### config.mk
export PLATFORM = sky130hd
export DESIGN_NAME = hexdisp_top
export DESIGN_NICKNAME = d
export VERILOG_FILES = /design/src/rtl/hexdisp_pkg.sv /design/src/rtl/hexdisp_counter.sv /design/src/rtl/hexdisp_nibble_dec.sv /design/src/rtl/hexdisp_seg_reg.sv /design/src/rtl/hexdisp_top.sv
export SDC_FILE = /design/constraint.sdc
export NUM_CORES = 1
export LEC_CHECK = 0
export BUFFER_PORTS_ARGS = -buffer_cell sky130_fd_sc_hd__buf_2
export CORE_MARGIN = 3
export CORE_UTILIZATION = 30
export DETAILED_ROUTE_END_ITERATION = 10
export PLACE_DENSITY = 0.45
export REMOVE_ABC_BUFFERS = 1
export SLEW_MARGIN = 0
export SYNTH_ARGS = -nofsm -noshare
export SYNTH_HDL_FRONTEND = slang
export SYNTH_SLANG_ARGS = --single-unit
### constraint.sdc
create_clock -name clk -period 1.2 [get_ports clk]
set_input_delay 0.3 -clock clk [delete_from_list [all_inputs] [get_ports clk]]
set_output_delay 0.3 -clock clk [all_outputs]
set_load 0.01 [all_outputs]
### src/rtl/hexdisp_pkg.sv
package hexdisp_pkg;
  typedef logic [6:0] seg7_t;
  // segment bit order: 0=A top, 1..5=B..F clockwise, 6=G middle
  localparam seg7_t SEG_LETTER_E = 7'h79;
  localparam int    NIBBLE_W     = 4;
  localparam int    SEG_W        = 7;
endpackage

### src/rtl/hexdisp_counter.sv
module hexdisp_counter #(
  parameter int WIDTH = 8
) (
  input  logic             clk,
  input  logic             rst_n,
  input  logic             clr,
  input  logic             en,
  output logic [WIDTH-1:0] count_q
);
  logic [WIDTH-1:0] count_d;

  always_comb begin
    count_d = count_q;
    if (clr) begin
      count_d = '0;
    end else if (en) begin
      count_d = count_q + {{(WIDTH-1){1'b0}}, 1'b1};
    end
  end

  always_ff @(posedge clk or negedge rst_n) begin
    if (!rst_n) begin
      count_q <= '0;
    end else begin
      count_q <= count_d;
    end
  end
endmodule

### src/rtl/hexdisp_nibble_dec.sv
module hexdisp_nibble_dec
  import hexdisp_pkg::*;
(
  input  logic [NIBBLE_W-1:0] nib,
  output seg7_t               seg
);
  always_comb begin
    unique case (nib)
      4'h0: seg = 7'h3F;
      4'h1: seg = 7'h06;
      4'h2: seg = 7'h5B;
      4'h3: seg = 7'h4F;
      4'h4: seg = 7'h66;
      4'h5: seg = 7'h6D;
      4'h6: seg = 7'h7D;
      4'h7: seg = 7'h07;
      4'h8: seg = 7'h7F;
      4'h9: seg = 7'h6F;
      4'hA: seg = 7'h77;
      4'hB: seg = 7'h7C;
      4'hC: seg = 7'h39;
      4'hD: seg = 7'h5E;
      4'hE: seg = 7'h79;
      default: seg = 7'h71;
    endcase
  end
endmodule

### src/rtl/hexdisp_seg_reg.sv
module hexdisp_seg_reg
  import hexdisp_pkg::*;
#(
  parameter int DIGITS     = 2,
  parameter bit ACTIVE_LOW = 1'b0
) (
  input  logic                  clk,
  input  logic                  rst_n,
  input  logic                  is_zero,
  input  logic [SEG_W*DIGITS-1:0] dec_flat,
  output logic [SEG_W*DIGITS-1:0] seg_o,
  output logic [DIGITS-1:0]     dp_o
);
  localparam seg7_t POL_MASK = {SEG_W{ACTIVE_LOW}};

  logic [SEG_W*DIGITS-1:0] seg_d;

  for (genvar d = 0; d < DIGITS; d++) begin : g_sel
    seg7_t shown;
    always_comb begin
      shown = is_zero ? SEG_LETTER_E : dec_flat[SEG_W*d +: SEG_W];
      seg_d[SEG_W*d +: SEG_W] = shown ^ POL_MASK;
    end
  end

  always_ff @(posedge clk or negedge rst_n) begin
    if (!rst_n) begin
      seg_o <= {DIGITS{SEG_LETTER_E ^ POL_MASK}};
    end else begin
      seg_o <= seg_d;
    end
  end

  assign dp_o = {DIGITS{ACTIVE_LOW}};
endmodule

### src/rtl/hexdisp_top.sv
module hexdisp_top
  import hexdisp_pkg::*;
#(
  parameter int DIGITS     = 2,
  parameter bit ACTIVE_LOW = 1'b0
) (
  input  logic                    clk,
  input  logic                    rst_n,
  input  logic                    clr,
  input  logic                    en,
  output logic [SEG_W*DIGITS-1:0] seg_o,
  output logic [DIGITS-1:0]       dp_o
);
  localparam int CNT_W = NIBBLE_W * DIGITS;

  logic [CNT_W-1:0]        count_q;
  logic [SEG_W*DIGITS-1:0] dec_flat;
  logic                    is_zero;

  hexdisp_counter #(.WIDTH(CNT_W)) u_cnt (
    .clk     (clk),
    .rst_n   (rst_n),
    .clr     (clr),
    .en      (en),
    .count_q (count_q)
  );

  for (genvar d = 0; d < DIGITS; d++) begin : g_dec
    hexdisp_nibble_dec u_dec (
      .nib (count_q[NIBBLE_W*d +: NIBBLE_W]),
      .seg (dec_flat[SEG_W*d +: SEG_W])
    );
  end

  assign is_zero = (count_q == '0);

  hexdisp_seg_reg #(.DIGITS(DIGITS), .ACTIVE_LOW(ACTIVE_LOW)) u_out (
    .clk      (clk),
    .rst_n    (rst_n),
    .is_zero  (is_zero),
    .dec_flat (dec_flat),
    .seg_o    (seg_o),
    .dp_o     (dp_o)
  );
endmodule

Word-level counts from Yosys, hierarchy flattened

Memory sizes are Yosys's and may differ from the RTL's.
Index checks and enable logic that the tools add are counted.

Output and inout bits: 16
Word-level logic and storage cells: 11
Memories: 2
Register bits: 22
Input port bits: 4
Memory bits (read-only): 224

Memory list:

| memory          | depth | width | rd ports | clocked after Yosys merged registers in | wr ports | RTL line                | RTL |
|---|---|---|---|---|---|---|---|
| (no name shown) | 16    | 7     | 1        | 0                                       | 0        | hexdisp_nibble_dec.sv:8 | `unique case (nib)` |
| (no name shown) | 16    | 7     | 1        | 0                                       | 0        | hexdisp_nibble_dec.sv:8 |  |

$add $sub $neg: 1
Multiplexer cells: 4
Reductions and logical operators: 2

Operators by type and width:

| cell                | count |
|---|---|
| $mux 8              | 2 |
| $mux 7              | 2 |
| $add 8x1->8 const B | 1 |
| $logic_not 8->1     | 1 |
| $reduce_bool 2->1   | 1 |

Longest topological paths before layout

Depth in word-level cells: 3
Depth in mapped cells: 5
Depth with buffers taken out: 5

Modules after synthesis

A second synthesis with hierarchy kept.

Cells, all modules: 138
Area total of the unflattened synthesis: 1481.4 µm²

By module, submodules not included:

| module             | sequential area each (µm²) | cells each | times used | area each (µm²) |
|---|---|---|---|---|
| hexdisp_nibble_dec | 0.0                        | 33         | 2          | 287.8 |
| hexdisp_seg_reg    | 362.8                      | 32         | 1          | 490.5 |
| hexdisp_counter    | 200.2                      | 37         | 1          | 396.6 |
| hexdisp_top        | 0.0                        | 3          | 1          | 18.8 |

Worst setup path after synthesis

OpenSTA, ideal clock, no wires.

Kind: reg-to-reg
Start point: reg u_cnt.count_q[0]
End point: reg u_out.seg_o[10]
Cell stages (with the launch flop): 6
Buffers on the path: 0
Required time: 1.118 ns
Path slack: -0.156 ns
Arrival time: 1.274 ns
Period minus slack after synthesis: 1.356 ns
Cells stage by stage: dfrtp_1 -> inv_1 -> ha_1 -> nor2b_1 -> nand3_1 -> a22oi_1

Word-level cells in the longest chain between the ends: 2

RTL lines:

| what                        | RTL line              | RTL |
|---|---|---|
| start, declared             | hexdisp_counter.sv:8  | `output logic [WIDTH-1:0] count_q` |
| start signal, assigned      | hexdisp_counter.sv:25 | `count_q <= count_d;` |
| $logic_not 8->1             | hexdisp_top.sv:35     | `assign is_zero = (count_q == '0);` |
| $mux 7                      | hexdisp_seg_reg.sv:21 | `shown = is_zero ? SEG_LETTER_E : dec_flat[SEG_W*d +: SEG_W];` |
| via u_out.g_sel[1].shown[3] | hexdisp_seg_reg.sv:19 | `seg7_t shown;` |
| end signal, assigned        | hexdisp_seg_reg.sv:28 | `seg_o <= {DIGITS{SEG_LETTER_E ^ POL_MASK}};` |
| end signal, assigned        | hexdisp_seg_reg.sv:30 | `seg_o <= seg_d;` |
| end, declared               | hexdisp_seg_reg.sv:11 | `output logic [SEG_W*DIGITS-1:0] seg_o,` |

The timed path passes the listed nets, and every way through them passes these cells.
A chain may end at the register's enable or synchronous reset.

Final worst setup path

Start point: reg u_cnt.count_q[0]
End point: reg u_cnt.count_q[6]

Word-level cells in the longest chain between the ends: 3

RTL lines:

| what        | RTL line              | RTL |
|---|---|---|
| $add 8x1->8 | hexdisp_counter.sv:17 | `count_d = count_q + {{(WIDTH-1){1'b0}}, 1'b1};` |
| $mux 8      | hexdisp_counter.sv:16 | `end else if (en) begin` |
| $mux 8      | hexdisp_counter.sv:14 | `if (clr) begin` |

No other way between the ends. The select of a mux whose other input is x is not followed.

==> impl_metrics.json <==
{
  "status": "complete, but fails checks",
  "violations": "negative hold slack, negative setup slack",
  "synth.area.top_cells": "dfrtp_1 (23%), dfstp_2 (20%), ha_1 (14%)",
  "ys_seq_elements": 22,
  "die_area_um2": 5200,
  "drc": 0,
  "synth.distinct_cells": 35,
  "synth_top_flop_cell": "dfrtp_1",
  "powerDensity_nw_per_um2": 905,
  "top_layer_used": "met4",
  "routedWlPerCell_um": 14.0,
  "grt_max_degree": 23,
  "cp_data_arrival_time_ps": 1520,
  "final_nets": 202,
  "rr_endpoint": "u_cnt.count_q[6]",
  "worstSetupEndpoint": "u_cnt.count_q[6]",
  "p_leak_nw": 0.893,
  "yosys.cell_count.top_type": "ha_1",
  "row_count": 23,
  "cts_tree": "built",
  "gp_congestion": 0.825,
  "cts.path.max_buffers": 2,
  "slowest_stage": "dfrtp_2",
  "hold_path_class": "input pin to asynchronous set/reset pin",
  "synth_edf_count": 0,
  "root_buffer": "clkbuf_8",
  "coreArea_um2": 4120,
  "max-cap-violations": 0,
  "async_flop_share_pct": 100,
  "grt_pass1_wl_um": 5210,
  "route.vias.total": 1116,
  "drt-total-wl_um": 3240,
  "endpoint_kind": "flip-flop",
  "path_clk_slew_ps": 80,
  "synth_compound_area_share_pct": 12.5,
  "finalSetupViolations": 17,
  "antenna_found_initial": 0,
  "fin_crit_ps": 1340,
  "slew_viol_final": 0,
  "clock.fmax_mhz": 745,
  "synth_top_cell_area_share_pct": 22.9,
  "p_total_mw": 1.88,
  "grt_pass1_vias": 1172,
  "reg2reg_depth": 4,
  "viasPerCell": 4.81,
  "critPathLaunchType": "flip-flop",
  "drive_above_1_share_pct": 61.0,
  "path_max_fanout": 6,
  "met1_length_um": 1330,
  "path_depth": 4,
  "ioPinCount": 20,
  "n_antenna_cell": 0,
  "io_buffers": 17,
  "synth-xor-area-share_pct": 2.67,
  "ys_warn_count": 0,
  "synthMuxAreaShare_pct": 3.15,
  "hold_ws_ps": -9.67,
  "met3_wirelength_um": 136,
  "netlist_instances": 139,
  "synth-simple-area-share_pct": 17.9,
  "cts_made_buffers": 3,
  "yosys.area.top_type": "dfrtp_1",
  "track_usage_pct": 12.5,
  "synth_common_cells": "ha_1 (15), dfrtp_1 (12), nand2_1 (11), nor2_1 (11)",
  "fin_crit_sh_pct": 112,
  "r2r_setup_slack_ps": -140,
  "fin_skew_ps": 4.30,
  "dr.pass1.iters": 4,
  "clk_latency_ps": 260,
  "path_buf_inv": 0,
  "clock-sinks": 22,
  "h-tree-depth": 1,
  "synth-seq-area-share_pct": 42.9,
  "crit_required_ps": 1380,
  "synthAdderAreaFrac_pct": 14.3,
  "hpwlAfterDp_um": 2150,
  "synth_top_family_by_area": "simple AND/OR/NAND/NOR gates",
  "synth_area_um2": 1310,
  "reg2reg_from": "u_cnt.count_q[0]",
  "dieHeight_um": 72.1,
  "critPathKind": "flip-flop to flip-flop",
  "hold_violations": 12,
  "crit_start": "u_cnt.count_q[0]",
  "crit_family": "flip-flops",
  "avgSynthCellArea_um2": 9.44,
  "peakVddDrop_v": 0.000506,
  "antenna_left": 0,
  "drt_iter0_markers": 43,
  "slowest_delay_ps": 480,
  "die_w_um": 72.1,
  "synthToLayoutAreaGrowth_pct": 58.3,
  "postLayoutSetupSlackWorst_ps": -142,
  "crit_chain": "ha_4 -> nand4_1 -> or3_1 -> a21oi_1",
  "grt_overflow_total": 0,
  "wl_met2_um": 1710,
  "rsz0062_at_grt": "true",
  "start_util_pct": 31.9,
  "finish.utilization_pct": 50.5
}
-- stage by stage --
step,setup TNS (ps),std cells,area (um2),hold WS (ps),setup slack (ps)
floorplan,-1760,128,1260,4.41,-209
global placement,-1950,223,1610,283,-182
detailed placement,-2580,223,1610,296,-290
CTS,-1150,230,1920,7.66,-118
global route,-2510,232,2080,29.1,-194
finish,-1320,232,2080,-9.67,-142
-- cell usage in the layout, fill, tap and decap left out, types with 4 or more instances in the layout --
master,instances
clkbuf_8,4
inv_1,4
dfstp_2,10
a21oi_2,4
nand2_1,8
buf_2,7
a21oi_1,6
buf_4,21
buf_6,21
ha_4,7
ha_1,5
dfrtp_1,9
nor2_1,8
-- sequential cells by signal, summed over array words and instances (netlist names) --
register,cells
u_cnt.count_q,8
u_out.seg_o,14
-- cell type report --
cell class | instances | area [um2]
Fill cell | 368 | 2040
Tap cell | 50 | 62.6
Clock buffer | 4 | 55.1
Inverter | 6 | 27.5
Timing Repair Buffer | 50 | 444
Multi-Input combinational cell | 100 | 922
Sequential cell | 22 | 567
-- worst reg2reg max path, stage by stage (launching register included) --
cell     delay (ps)
dfrtp_2         480
ha_4            170
nand4_1         130
or3_1           340
a21oi_1         150
-- cell families (layout without fill, tap and decap cells) --
group                      after synthesis  count (layout)
and+or+nand+nor                         47              47
AOI/OAI and AO/OA                       28              28
DFF                                     22              22
buffers and inverters                   18              60
adders and majority gates               15              15
xor gates and xnor gates                 4               4
muxes                                    4               4
other                                    1               2
-- layer usage --
metal	track usage [%]	vias up
li1	-	548
met1	15.1	540
met2	21.8	22
met3	2.49	6
met4	4.80	0
met5	0	-
-- where the power goes --
group,internal (mW),switching (mW)
registers,0.821,0.0336
logic,0.263,0.228
clock network,0.292,0.243
-- worst min path at each step --
stage                             endpoint  slack, ps   from  cells past startpoint
after floorplan           u_cnt.count_q[0]          4  rst_n                      0
after global placement      u_out.seg_o[1]        280  rst_n                      1
after detailed placement    u_out.seg_o[9]        300  rst_n                      1
after global routing        u_out.seg_o[2]         30  rst_n                      1
after CTS                   u_out.seg_o[1]          8  rst_n                      1
final                       u_out.seg_o[1]        -10  rst_n                      1
-- timing repair --
action	4_1_cts	5_1_grt
pin swaps	15	15
endpoints found under the setup margin	28	30
hold buffers	0	0
buffers inserted	3	2
resized for setup	57	31
Power figures use the tool's default switching activity.
